**config.mk**
```make
export PLATFORM = sky130hd
export DESIGN_NAME = preamble_check
export DESIGN_NICKNAME = d
export VERILOG_FILES = /design/src/rtl/preamble_check_pkg.sv /design/src/rtl/pc_edge_sync.sv /design/src/rtl/pc_interval_timer.sv /design/src/rtl/pc_ctrl.sv /design/src/rtl/preamble_check.sv
export SDC_FILE = /design/constraint.sdc
export NUM_CORES = 1
export LEC_CHECK = 0
export ABC_AREA = 1
export BUFFER_PORTS_ARGS = -buffer_cell sky130_fd_sc_hd__buf_2
export CORE_MARGIN = 5
export CORE_UTILIZATION = 51
export DETAILED_ROUTE_END_ITERATION = 10
export HOLD_SLACK_MARGIN = 0.05
export PLACE_DENSITY = 0.83
export SYNTH_ARGS = -nofsm -noshare
export SYNTH_HDL_FRONTEND = slang
export SYNTH_SLANG_ARGS = --single-unit
```
**constraint.sdc**
```tcl
create_clock -name clk -period 1.8 [get_ports clk]
set_clock_uncertainty 0.1 [all_clocks]
set_input_delay 0.36 -clock clk [delete_from_list [all_inputs] [get_ports clk]]
set_output_delay 0.36 -clock clk [all_outputs]
set_load 0.01 [all_outputs]
```
**src/rtl/preamble_check_pkg.sv**
```systemverilog
// Shared types and helpers for the preamble edge-interval checker.
package preamble_check_pkg;

    localparam int RUN_W = 4;

    typedef enum logic [1:0] {
        ST_IDLE    = 2'd0,
        ST_STARTUP = 2'd1,
        ST_ARMED   = 2'd2,
        ST_MEASURE = 2'd3
    } chk_state_t;

    // Map the run selection to the number of good intervals required.
    function automatic logic [RUN_W-1:0] run_len(input logic [1:0] sel);
        case (sel)
            2'd0:    run_len = RUN_W'(3);
            2'd1:    run_len = RUN_W'(6);
            default: run_len = RUN_W'(9);
        endcase
    endfunction

endpackage

```
**src/rtl/pc_edge_sync.sv**
```systemverilog
// Synchronizes the asynchronous data line through STAGES flops and flags
// any level change (rising or falling) seen at the synchronizer output.
// Assumes STAGES >= 2. The flag is combinational from registered state.
module pc_edge_sync #(
    parameter int STAGES = 2
) (
    input  logic clk,
    input  logic rst_n,
    input  logic data_in,
    output logic edge_det
);

    logic [STAGES:0] sh;

    // First stage captures the raw line.
    always_ff @(posedge clk) begin
        if (!rst_n) sh[0] <= 1'b0;
        else        sh[0] <= data_in;
    end

    genvar g;
    generate
        for (g = 1; g <= STAGES; g++) begin : g_stage
            // Each later stage delays the previous one by a clock.
            always_ff @(posedge clk) begin
                if (!rst_n) sh[g] <= 1'b0;
                else        sh[g] <= sh[g-1];
            end
        end
    endgenerate

    assign edge_det = sh[STAGES] ^ sh[STAGES-1];

endmodule

```
**src/rtl/pc_interval_timer.sv**
```systemverilog
// Counts timing ticks since the last transition. It clears on request and
// saturates at the limit, so it never wraps inside one interval.
module pc_interval_timer #(
    parameter int CNT_W = 6
) (
    input  logic             clk,
    input  logic             rst_n,
    input  logic             clear,
    input  logic             advance,
    input  logic [CNT_W-1:0] limit,
    output logic [CNT_W-1:0] cnt,
    output logic             at_limit
);

    assign at_limit = (cnt >= limit);

    // Clear has priority; otherwise count ticks until the limit.
    always_ff @(posedge clk) begin
        if (!rst_n)                       cnt <= '0;
        else if (clear)                   cnt <= '0;
        else if (advance && cnt < limit)  cnt <= cnt + 1'b1;
    end

endmodule

```
**src/rtl/pc_ctrl.sv**
```systemverilog
// Sequencer: idle, start-up wait, armed for the first transition, then
// measuring. It latches the settings at the end of start-up, judges each
// interval and emits one-cycle pass/fail pulses before returning to idle.
module pc_ctrl
    import preamble_check_pkg::*;
#(
    parameter int CNT_W = 6
) (
    input  logic             clk,
    input  logic             rst_n,
    input  logic             en,
    input  logic             restart,
    input  logic             startup_done,
    input  logic             edge_det,
    input  logic             at_limit,
    input  logic [CNT_W-1:0] cnt,
    input  logic [CNT_W-1:0] lim_lo,
    input  logic [CNT_W-1:0] lim_hi,
    input  logic [1:0]       run_sel,
    output logic [CNT_W-1:0] lo_q,
    output logic [CNT_W-1:0] hi_q,
    output logic             meas,
    output logic             busy,
    output logic             pass,
    output logic             fail
);

    chk_state_t       state;
    logic             en_q;
    logic [RUN_W-1:0] good;
    logic [RUN_W-1:0] target;

    assign busy = (state != ST_IDLE);
    assign meas = (state == ST_MEASURE);

    // State, settings, run count and result pulses.
    always_ff @(posedge clk) begin
        if (!rst_n) begin
            state  <= ST_IDLE;
            en_q   <= 1'b0;
            good   <= '0;
            target <= '0;
            lo_q   <= '0;
            hi_q   <= '0;
            pass   <= 1'b0;
            fail   <= 1'b0;
        end else begin
            en_q <= en;
            pass <= 1'b0;
            fail <= 1'b0;
            if (!en) begin
                state <= ST_IDLE;
            end else if (!en_q || restart) begin
                state <= ST_STARTUP;
            end else begin
                case (state)
                    ST_STARTUP: if (startup_done) begin
                        lo_q   <= lim_lo;
                        hi_q   <= lim_hi;
                        target <= run_len(run_sel);
                        state  <= ST_ARMED;
                    end
                    ST_ARMED: if (edge_det) begin
                        good  <= '0;
                        state <= ST_MEASURE;
                    end
                    ST_MEASURE: begin
                        if (at_limit) begin
                            fail  <= 1'b1;
                            state <= ST_IDLE;
                        end else if (edge_det) begin
                            if (cnt < lo_q) begin
                                fail  <= 1'b1;
                                state <= ST_IDLE;
                            end else if ((good + 1'b1) == target) begin
                                pass  <= 1'b1;
                                state <= ST_IDLE;
                            end else begin
                                good <= good + 1'b1;
                            end
                        end
                    end
                    default: ;
                endcase
            end
        end
    end

endmodule

```
**src/rtl/preamble_check.sv**
```systemverilog
// Top of the preamble edge-interval checker. Wires the synchronizer, the
// saturating interval timer and the sequencer together. The timer is held
// at zero outside measurement and restarts on every transition.
module preamble_check
    import preamble_check_pkg::*;
#(
    parameter int CNT_W       = 6,
    parameter int SYNC_STAGES = 2
) (
    input  logic             clk,
    input  logic             rst_n,
    input  logic             en,
    input  logic             restart,
    input  logic             startup_done,
    input  logic             tick,
    input  logic             data_in,
    input  logic [CNT_W-1:0] lim_lo,
    input  logic [CNT_W-1:0] lim_hi,
    input  logic [1:0]       run_sel,
    output logic             pass,
    output logic             fail,
    output logic             busy
);

    logic             edge_det;
    logic             at_limit;
    logic             meas;
    logic [CNT_W-1:0] cnt;
    logic [CNT_W-1:0] lo_q;
    logic [CNT_W-1:0] hi_q;

    pc_edge_sync #(.STAGES(SYNC_STAGES)) u_sync (
        .clk      (clk),
        .rst_n    (rst_n),
        .data_in  (data_in),
        .edge_det (edge_det)
    );

    pc_interval_timer #(.CNT_W(CNT_W)) u_timer (
        .clk      (clk),
        .rst_n    (rst_n),
        .clear    (!meas || edge_det),
        .advance  (tick),
        .limit    (hi_q),
        .cnt      (cnt),
        .at_limit (at_limit)
    );

    pc_ctrl #(.CNT_W(CNT_W)) u_ctrl (
        .clk          (clk),
        .rst_n        (rst_n),
        .en           (en),
        .restart      (restart),
        .startup_done (startup_done),
        .edge_det     (edge_det),
        .at_limit     (at_limit),
        .cnt          (cnt),
        .lim_lo       (lim_lo),
        .lim_hi       (lim_hi),
        .run_sel      (run_sel),
        .lo_q         (lo_q),
        .hi_q         (hi_q),
        .meas         (meas),
        .busy         (busy),
        .pass         (pass),
        .fail         (fail)
    );

endmodule

```
==> flow_metrics.env, run 1 <==
export IMPL_grt_pass1_vias=1515
export IMPL_start_kind="flop"
export IMPL_yosysSeqAreaShare=0.3815
export IMPL_path_delay_family="simple AND/OR/NAND/NOR gates"
export IMPL_r2r_setup_slack_ns=-0.05
export IMPL_coreArea_um2=3363
export IMPL_num_vias=1667
export IMPL_root_buffer="clkbuf_4"
export IMPL_busiest_layer="met2"
export IMPL_p_total_mw=1.367
export IMPL_cts_buffers=5
export IMPL_insertedDiodeCount=0
export IMPL_io_pins=24
export IMPL_syn_num_nets=282
export IMPL_use_met1=0.2268
export IMPL_fin_ws_ns=-0.05058
export IMPL_worst_hold_path_type="in2reg"
export IMPL_holdWs_ns=0.1064
export IMPL_p_leak_nw=1.080
export IMPL_synthAdderAreaFrac=0.09116
export IMPL_synth_warning_count=0
export IMPL_drcViolationCount=0
export IMPL_nets=326
export IMPL_port_buffers=23
export IMPL_muxShareOfSynthArea=0
export IMPL_detail_route_antenna_nets=0
export IMPL_clock_sinks=34
export IMPL_required_ns=1.92
export IMPL_dp_worst_setup_slack_ns=-0.03787
export IMPL_die_h_um=69.15
export IMPL_clk_pin_slew_ns=0.11
export IMPL_grt_use_met2=0.2468
export IMPL_cts_max_level=2
export IMPL_crit_slowest_cell="dfxtp_4"
export IMPL_syn_cell_area_um2=1784
export IMPL_place_congestion=0.8675
export IMPL_clockBufferDepth=2
export IMPL_cellPowerDensity_nw_per_um2=572.3
export IMPL_die_area_um2=4781
export IMPL_yosysUniqueCellTypes=30
export IMPL_gr_usage_met3=0.04942
export IMPL_cp_slowest_stage_delay_ns=0.39
export IMPL_synth_xor_xnor_area_share=0.01893
export IMPL_cp_end_kind="flop"
export IMPL_ys_ff_latch=34
export IMPL_power_switching_mw=0.3052
export IMPL_postCtsHoldBufs=0
export IMPL_path_class="reg2reg"
export IMPL_synth_compound_area_share=0.1374
export IMPL_violations="negative setup slack"
export IMPL_finalHoldViolations=0
export IMPL_drv_cap=0
export IMPL_netlist_instances=248
export IMPL_clock_insertion_delay_worst_skew_ns=0.34
export IMPL_p_comb_frac=0.064
export IMPL_fmax_mhz=540.4
export IMPL_dpl_hpwl_um=2622
export IMPL_max_vdd_ir_drop_uv=556.8
export IMPL_firstDrtPassIters=4
export IMPL_start_util=0.5305
export IMPL_fin_setup_tns_ns=-0.2658
export IMPL_track_usage=0.1662
export IMPL_finalCritPeriodShare=1.028
export IMPL_seqPwrFrac=0.557
export IMPL_clock_power_share=0.380
export IMPL_drv_slew=0
export IMPL_period_minus_slack_ns=1.851
export IMPL_drt_vias_per_instance=4.917
export IMPL_drt_total_wl_um=4073
export IMPL_area_growth_pct=33.87
export IMPL_drive_gt1_frac=0.3686
export IMPL_rsz0062_at_grt="true"
export IMPL_overflow=0
export IMPL_max_slew_margin_rel=0.8066
export IMPL_synthSimpleGateAreaFrac=0.2679
export IMPL_wl_per_cell_um=12.01
export IMPL_grt_max_degree=27
export IMPL_cp_arrival_ns=1.97
export IMPL_antenna_found_initial=0
export IMPL_die_x_um=69.15
export IMPL_avgSynthCellArea_um2=7.194
export IMPL_path_buf_inv=3
export IMPL_worst_pin_slew_ns=0.2898
export IMPL_grt_pass1_wl_um=6617
export IMPL_rows=21
export IMPL_dr_first_iter_drc_count=101
export IMPL_cp_cell_sequence="ha_4, nand2_4, nor2_2, o21ai_2, nand2_2, nor2_4, buf_4, buf_4, inv_1, nand2_1, nand2_1, nor2_1"
export IMPL_cts_tree="built"
export IMPL_swShare=0.2232
export IMPL_status="finished, violations left"
export IMPL_cp_max_fo=4
export IMPL_synth_top_family_by_area="simple AND/OR/NAND/NOR gates"
export IMPL_setup_violations=7
export IMPL_internal_power_mw=1.062
power by group through the flow:
stage	clock, mW	combinational [mW]	sequential [mW]
3_3_place_gp	0	0.0731	0.782
4_1_cts	0.529	0.0799	0.765
3_5_place_dp	0	0.0746	0.782
6_report	0.519	0.0872	0.761
2_1_floorplan	0	0.0426	0.781
5_1_grt	0.575	0.100	0.763
synth_stat cells:
library cell	count	area share
nand3_1	10	0.028
o21a_1	1	0.0042
nor3_2	3	0.017
nor4_1	1	0.0035
nand2_1	54	0.11
o21ai_0	16	0.045
a21oi_1	20	0.056
xor2_1	1	0.0049
nor2_2	3	0.011
clkbuf_1	1	0.0021
ha_1	13	0.091
a21boi_2	1	0.0063
xor2_2	1	0.0091
inv_2	1	0.0021
nand2_2	5	0.018
nand3b_1	2	0.0084
xnor2_1	1	0.0049
clkbuf_2	1	0.0028
buf_2	2	0.0056
a31oi_1	1	0.0035
nand4_1	2	0.0070
o21ai_1	1	0.0028
nor2_1	23	0.048
a21oi_2	3	0.015
inv_1	43	0.090
nor3b_1	1	0.0042
and3_1	1	0.0035
nor2_4	1	0.0063
dfxtp_1	34	0.38
o21ai_2	1	0.0049
kinds of logic (layout without fill, tap and decap cells):
| kind of cell | count (synthesis) | after routing |
|---|---|---|
| simple gates | 106 | 106 |
| flops | 34 | 34 |
| xor+xnor | 3 | 3 |
| buf+inv | 48 | 93 |
| fa+ha+maj | 13 | 13 |
| compound gates | 44 | 44 |
final cells by class:
class,instances,area [um^2]
Timing Repair Buffer,41,266.5
Inverter,44,170.2
Sequential cell,34,696.9
Tap cell,46,57.56
Multi-Input combinational cell,166,1119
Fill cell,259,974.7
Clock buffer,8,78.83
cells in the final DEF, fill, tap and decap left out, drive strengths merged:
cell type / Yosys / routed
nand2: 59 / 59
inv: 44 / 44
buf: 2 / 41
dfxtp: 34 / 34
nor2: 27 / 27
a21oi: 23 / 23
o21ai: 18 / 18
ha: 13 / 13
nand3: 10 / 10
clkbuf: 2 / 8
nor3: 3 / 3
nand4: 2 / 2
nand3b: 2 / 2
xor2: 2 / 2
xnor2: 1 / 1
a21boi: 1 / 1
a31oi: 1 / 1
and3: 1 / 1
o21a: 1 / 1
nor3b: 1 / 1
nor4: 1 / 1
metrics by stage:
| stage | instance area (um^2) | std cells | util |
|---|---|---|---|
| 2_1_floorplan | 1784 | 248 | - |
| 3_3_place_gp | 2026 | 323 | 0.6023 |
| 3_5_place_dp | 2026 | 323 | 0.6023 |
| 4_1_cts | 2256 | 337 | 0.6708 |
| 5_1_grt | 2389 | 339 | 0.7102 |
| 6_report | 2389 | 339 | 0.7102 |
registers in the layout (all words and copies together) (netlist names), 2 cells and up:
name           flops
u_ctrl.state       2
u_sync.sh          3
u_ctrl.lo_q        6
u_ctrl.good        4
u_timer.cnt        6
u_ctrl.hi_q        6
u_ctrl.target      4
timing repair:
action,in CTS,in global routing
setup endpoints to repair,7,12
pin swaps,12,20
setup buffers,6,2
gates resized for setup,22,34
final timing paths:
check / startpoint / to / depth (start not counted)
worst min-delay path: data_in / u_sync.sh[0]$_SDFF_PN0_ / 3
worst max register to register: u_timer.cnt[5]$_SDFFE_PP0P_ / u_timer.cnt[0]$_SDFFE_PP0P_ / 12
worst max-delay path: u_timer.cnt[5]$_SDFFE_PP0P_ / u_timer.cnt[0]$_SDFFE_PP0P_ / 12
worst min register to register: u_sync.sh[0]$_SDFF_PN0_ / u_sync.sh[1]$_SDFF_PN0_ / 2
worst register-to-register path, stage by stage, from the launching register on:
cell     delay (ns)
dfxtp_4        0.39
ha_4           0.29
nand2_4        0.07
nor2_2         0.16
o21ai_2        0.10
nand2_2        0.11
nor2_4         0.05
buf_4          0.13
buf_4          0.12
inv_1          0.06
nand2_1        0.06
nand2_1        0.06
nor2_1         0.04
per-layer routing:
layer,up-vias,wire [um]
met4,0,69
met2,41,1843
met1,750,1966
li1,869,-
met5,-,0
met3,7,194
Note: power is estimated with default switching activity, not from simulation.
==> run 2: changes to the inputs <==
--- a/config.mk
+++ b/config.mk
@@ -12,6 +12,7 @@
 export DETAILED_ROUTE_END_ITERATION = 10
 export HOLD_SLACK_MARGIN = 0.05
 export PLACE_DENSITY = 0.83
+export REMOVE_ABC_BUFFERS = 1
 export SYNTH_ARGS = -nofsm -noshare
 export SYNTH_HDL_FRONTEND = slang
 export SYNTH_SLANG_ARGS = --single-unit
==> run 2 against run 1 <==
The flow still finishes with violations (negative setup slack). Worst setup slack got worse by 0.068 ns. Die area is the same. Core utilization rose by 0.86 points. Count of clock-buffer cells in the layout decreased by 1. Critical path depth fell by 2. Fmax down 3.5%. Cell area rose by 1.2%. Worst hold slack worse by 0.0031 ns. Non-clock buffer count up 1. Combinational power grew 13%. Sequential power shrank 0.5%. Critical endpoint is now u_timer.cnt[5]$_SDFFE_PP0P_. Highest routed layer unchanged.
==> flow_metrics.env, run 2 (synthesized netlist as in run 1, its figures left out) <==
export IMPL_grt_max_degree=27
export IMPL_fin_setup_tns_ns=-0.2753
export IMPL_hold_start="data_in"
export IMPL_whs_path_depth=3
export IMPL_finalHoldViolations=0
export IMPL_worst_pin_slew_ns=0.4328
export IMPL_setup_violations=8
export IMPL_fin_ws_ns=-0.1184
export IMPL_fmax_mhz=521.3
export IMPL_p_leak_nw=1.062
export IMPL_firstDrtPassIters=4
export IMPL_drv_cap=0
export IMPL_rsz0062_at_grt="true"
export IMPL_grt_pass1_vias=1543
export IMPL_cp_arrival_ns=2.08
export IMPL_antenna_found_initial=0
export IMPL_clock_sinks=34
export IMPL_clk_pin_slew_ns=0.12
export IMPL_worst_hold_path_type="in2reg"
export IMPL_port_buffers=23
export IMPL_violations="negative setup slack"
export IMPL_drt_total_wl_um=4748
export IMPL_r2r_end="u_timer.cnt[5]$_SDFFE_PP0P_"
export IMPL_final_cell_mix="nand2_1 (43), inv_1 (34), dfxtp_1 (26), buf_2 (23), buf_4 (19)"
export IMPL_nFillCells=257
export IMPL_area_growth_pct=35.48
export IMPL_clockBufferDepth=2
export IMPL_dr_first_iter_drc_count=217
export IMPL_required_ns=1.96
export IMPL_start_kind="flop"
export IMPL_io_pins=24
export IMPL_coreArea_um2=3363
export IMPL_die_area_um2=4781
export IMPL_drcViolationCount=0
export IMPL_max_vdd_ir_drop_uv=353.1
export IMPL_root_buffer="clkbuf_4"
export IMPL_clock_insertion_delay_worst_skew_ns=0.35
export IMPL_nets=327
export IMPL_crit_path_start="u_timer.cnt[1]$_SDFFE_PP0P_"
export IMPL_r2r_setup_slack_ns=-0.12
export IMPL_num_vias=1780
export IMPL_cp_max_fo=4
export IMPL_postCtsHoldBufs=0
export IMPL_place_congestion=0.8404
export IMPL_period_minus_slack_ns=1.918
export IMPL_reg2reg_depth=10
export IMPL_final_core_util=0.7188
export IMPL_grt_pass1_wl_um=6658
export IMPL_dpl_hpwl_um=2705
export IMPL_drv_slew=0
export IMPL_start_util=0.5305
export IMPL_p_total_mw=1.308
export IMPL_die_h_um=69.15
export IMPL_cts_buffers=5
export IMPL_cts_tree="built"
export IMPL_finalCritPeriodShare=1.066
export IMPL_max_slew_margin_rel=0.7104
export IMPL_rows=21
export IMPL_drive_gt1_frac=0.4116
export IMPL_wl_per_cell_um=13.96
export IMPL_place_inst=326
export IMPL_top_regs="u_ctrl.hi_q: 6 flops, u_ctrl.lo_q: 6 flops, u_timer.cnt: 6 flops"
export IMPL_r2r_start="u_timer.cnt[1]$_SDFFE_PP0P_"
export IMPL_drt_vias_per_instance=5.235
export IMPL_worstHoldEndpoint="u_sync.sh[0]$_SDFF_PN0_"
export IMPL_status="finished, violations left"
export IMPL_overflow=0
export IMPL_die_x_um=69.15
export IMPL_detail_route_antenna_nets=0
export IMPL_final_common_cell="nand2_1"
export IMPL_cellPowerDensity_nw_per_um2=541.1
export IMPL_cts_max_level=2
export IMPL_cp_end_kind="flop"
export IMPL_insertedDiodeCount=0
export IMPL_track_usage=0.1733
export IMPL_final_cells=340
export IMPL_path_class="reg2reg"
-- run 2: cell types whose count changed in the layout (fill, tap and decap cells not counted), sizes merged --
| cell | delta |
|---|---|
| clkinv | +1 |
| buf | +1 |
| clkbuf | -1 |
-- run 2: area by class of cell --
class | count | area [um^2] | share of cell area
multi-input cells | 166 | 1174 | 0.4855
flip-flops and latches | 34 | 700.7 | 0.2899
repair buffers | 42 | 257.7 | 0.1066
inverters | 44 | 167.7 | 0.06936
well taps | 46 | 57.56 | 0.02381
clock buffers | 7 | 55.05 | 0.02277
clock inverters | 1 | 5.005 | 0.002070
-- run 2: how the worst max path moves through the flow --
stage / to / depth (start not counted)
2_1_floorplan: u_timer.cnt[4]$_SDFFE_PP0P_ / 10
3_3_place_gp: u_timer.cnt[4]$_SDFFE_PP0P_ / 10
3_5_place_dp: u_timer.cnt[4]$_SDFFE_PP0P_ / 10
4_1_cts: u_timer.cnt[4]$_SDFFE_PP0P_ / 11
5_1_grt: u_timer.cnt[5]$_SDFFE_PP0P_ / 10
6_report: u_timer.cnt[5]$_SDFFE_PP0P_ / 10
-- run 2: timing repair --
| item | CTS | global route |
|---|---|---|
| gates cloned | 0 | 0 |
| endpoints found under the setup margin | 8 | 9 |
| gates resized for setup | 24 | 44 |
| setup buffers | 3 | 3 |
| pin swaps | 12 | 18 |
| hold endpoints to repair | 0 | 0 |
-- run 2: stage by stage --
step,setup WS (ns),hold WS (ns),area (um^2)
finish,-0.1184,0.1034,2417
global placement,-0.05355,0.3098,2036
global route,-0.1988,0.1046,2417
CTS,-0.01719,0.09415,2216
floorplan,0.06219,0.2900,1765
detailed placement,-0.1298,0.3107,2036
-- run 2: where the power goes --
| group | switching [mW] | internal, mW | total (mW) |
|---|---|---|---|
| Clock | 0.263 | 0.189 | 0.452 |
| Combinational | 0.0551 | 0.0436 | 0.0987 |
| Sequential | 0.00362 | 0.753 | 0.757 |
-- run 2: worst max-delay path, cell delays in order (launching register included) --
cell     delay (ns)
dfxtp_4        0.38
ha_4           0.25
inv_2          0.06
nor2_1         0.05
o21ai_2        0.19
nand2_2        0.11
nor2_4         0.16
nand2_2        0.10
nor2_4         0.13
nand4_1        0.10
a21oi_1        0.20
-- run 2: routing by layer --
layer,GRT usage,part of all wire
met5,0,0
met4,0.09111,0.038
met3,0.06395,0.064
met2,0.2828,0.46
met1,0.1959,0.43
==> run 3: changes to the inputs <==
--- a/config.mk
+++ b/config.mk
@@ -11,8 +11,10 @@
 export CORE_UTILIZATION = 51
 export DETAILED_ROUTE_END_ITERATION = 10
 export HOLD_SLACK_MARGIN = 0.05
-export PLACE_DENSITY = 0.83
+export PLACE_DENSITY_LB_ADDON = 0.05
+export RECOVER_POWER = 100
 export REMOVE_ABC_BUFFERS = 1
+export SKIP_CTS_REPAIR_TIMING = 1
 export SYNTH_ARGS = -nofsm -noshare
 export SYNTH_HDL_FRONTEND = slang
 export SYNTH_SLANG_ARGS = --single-unit
==> run 3 against run 2 <==
The flow still finishes with violations (negative setup slack). Core utilization decreased by 2.3 points. Flip-flop and latch count unchanged. Worst setup slack improved by 0.074 ns. Sequential power about the same. Cell area decreased by 3.3%. Non-clock buffer count decreased by 1. Combinational power decreased by 11%. Via count decreased by 9.2%. Power increased by 8.6%. Fmax increased by 4.0%. Final cell count decreased by 0.59%. Critical path type unchanged. Critical endpoint is now u_ctrl.good[3]$_SDFFE_PN0P_. Highest routed layer unchanged.
==> flow_metrics.env, run 3 (synthesized netlist as in run 1, its figures left out) <==
export IMPL_place_congestion=0.8266
export IMPL_io_pins=24
export IMPL_internal_power_mw=1.118
export IMPL_cts_tree="built"
export IMPL_reg2reg_depth=11
export IMPL_max_slew_margin_rel=0.4373
export IMPL_whs_path_depth=3
export IMPL_worst_hold_path_type="in2reg"
export IMPL_final_cell_mix="nand2_1 (48), inv_1 (39), dfxtp_1 (27)"
export IMPL_final_cells=338
export IMPL_drt_vias_per_instance=4.781
export IMPL_clockBufferDepth=2
export IMPL_clock_insertion_delay_worst_skew_ns=0.33
export IMPL_nFillCells=324
export IMPL_die_h_um=69.15
export IMPL_violations="negative setup slack"
export IMPL_track_usage=0.1543
export IMPL_wl_per_cell_um=11.34
export IMPL_setup_violations=5
export IMPL_cts_max_level=2
export IMPL_area_growth_pct=31.07
export IMPL_finalCritPeriodShare=1.024
export IMPL_final_common_cell="nand2_1"
export IMPL_cellPowerDensity_nw_per_um2=607.5
export IMPL_power_switching_mw=0.3027
export IMPL_period_minus_slack_ns=1.844
export IMPL_r2r_setup_slack_ns=-0.04
export IMPL_cts_buffers=5
export IMPL_cp_end_kind="flop"
export IMPL_worst_pin_slew_ns=0.8441
export IMPL_r2r_end="u_ctrl.good[3]$_SDFFE_PN0P_"
export IMPL_clock_sinks=34
export IMPL_grt_pass1_vias=1482
export IMPL_clock_power_share=0.404
export IMPL_die_x_um=69.15
export IMPL_insertedDiodeCount=0
export IMPL_drv_cap=0
export IMPL_drt_total_wl_um=3833
export IMPL_path_class="reg2reg"
export IMPL_start_kind="flop"
export IMPL_dpl_hpwl_um=2711
export IMPL_start_util=0.5305
export IMPL_finalHoldViolations=0
export IMPL_p_comb_frac=0.062
export IMPL_overflow=0
export IMPL_required_ns=1.98
export IMPL_firstDrtPassIters=4
export IMPL_fmax_mhz=542.3
export IMPL_worstHoldEndpoint="u_sync.sh[0]$_SDFF_PN0_"
export IMPL_nets=326
export IMPL_r2r_start="u_timer.cnt[5]$_SDFFE_PP0P_"
export IMPL_port_buffers=23
export IMPL_drive_gt1_frac=0.3253
export IMPL_p_total_mw=1.421
export IMPL_clk_pin_slew_ns=0.10
export IMPL_rows=21
export IMPL_detail_route_antenna_nets=0
export IMPL_swShare=0.2130
export IMPL_status="finished, violations left"
export IMPL_p_leak_nw=1.037
export IMPL_die_area_um2=4781
export IMPL_grt_pass1_wl_um=6113
export IMPL_drcViolationCount=0
export IMPL_fin_ws_ns=-0.04405
export IMPL_drv_slew=0
export IMPL_top_regs="u_ctrl.hi_q: 6 flops, u_ctrl.lo_q: 6 flops, u_timer.cnt: 6 flops"
export IMPL_coreArea_um2=3363
export IMPL_grt_max_degree=21
export IMPL_rsz0062_at_grt="true"
export IMPL_root_buffer="clkbuf_4"
export IMPL_cp_max_fo=3
export IMPL_dr_first_iter_drc_count=98
export IMPL_hold_start="data_in"
export IMPL_seqPwrFrac=0.535
export IMPL_cp_arrival_ns=2.02
export IMPL_num_vias=1616
export IMPL_place_inst=328
export IMPL_antenna_found_initial=0
export IMPL_max_vdd_ir_drop_uv=431.8
## run 3: changes by cell type in the layout (fill, tap and decap cells not counted), moves of 2 or more
cell and delta:
buf_4 -5, clkbuf_1 +5, inv_1 +5, nand2_1 +5, nand2_2 -5, buf_2 -4, inv_2 -4, ha_1 +3
ha_4 -3, a21oi_1 +2, dfxtp_4 -2, nand3_1 +2, nand3_2 -2
## run 3: worst max-delay path by stage
stage | startpoint | to | slack, ns | cells past startpoint
6_report | u_timer.cnt[5]$_SDFFE_PP0P_ | u_ctrl.good[3]$_SDFFE_PN0P_ | -0.04 | 11
5_1_grt | u_ctrl.hi_q[3]$_SDFFE_PN0P_ | u_ctrl.good[0]$_SDFFE_PN0P_ | -0.13 | 11
4_1_cts | u_timer.cnt[5]$_SDFFE_PP0P_ | u_timer.cnt[4]$_SDFFE_PP0P_ | -0.09 | 10
3_5_place_dp | u_timer.cnt[5]$_SDFFE_PP0P_ | u_timer.cnt[4]$_SDFFE_PP0P_ | -0.05 | 10
3_3_place_gp | u_timer.cnt[5]$_SDFFE_PP0P_ | u_timer.cnt[4]$_SDFFE_PP0P_ | -0.03 | 10
2_1_floorplan | u_timer.cnt[3]$_SDFFE_PP0P_ | u_timer.cnt[4]$_SDFFE_PP0P_ | 0.06 | 10
## run 3: cell type report
type                    instances  area [um^2]  area share
repair buffers                 41        247.7      0.1059
clock inverters                 1        30.03     0.01284
inverters                      44        165.2     0.07063
clock buffers                   6        51.30     0.02194
multi-input cells             166         1092      0.4671
flip-flops and latches         34        694.4      0.2970
well taps                      46        57.56     0.02461
## run 3: critical path, cell delays in order (launching register included)
cell and delay (ns):
dfxtp_4 0.38, buf_12 0.13, ha_4 0.22, a21oi_1 0.16
nand2_1 0.08, a21oi_2 0.19, nor2_4 0.06, nand2_2 0.10
nand2_2 0.06, nand2_2 0.08, nand2_4 0.07, o21ai_2 0.16
## run 3: power groups by stage
stage	Clock [mW]	Combinational, mW	Sequential, mW
2_1_floorplan	0	0.0381	0.781
3_3_place_gp	0	0.0798	0.780
3_5_place_dp	0	0.0807	0.780
4_1_cts	0.582	0.0812	0.763
5_1_grt	0.619	0.0996	0.761
6_report	0.573	0.0875	0.760
## run 3: through the flow
step	hold WS (ns)	util	cell area, um^2	TNS [ns]	worst slack, ns
CTS	0.08764	0.6339	2132	-0.4036	-0.08581
global placement	0.2999	0.6097	2051	-0.09105	-0.03198
floorplan	0.2900	-	1765	0	0.06219
detailed placement	0.3163	0.6097	2051	-0.1521	-0.05490
finish	0.1002	0.6953	2338	-0.1124	-0.04405
global route	0.08406	0.6953	2338	-0.8364	-0.1280
## run 3: routing by layer
metal	up-vias	track usage	routed length [um]
met5	-	0	0
met4	0	0.05206	63
met3	7	0.04360	196
met2	36	0.2352	1691
met1	704	0.2084	1880
li1	869	-	-
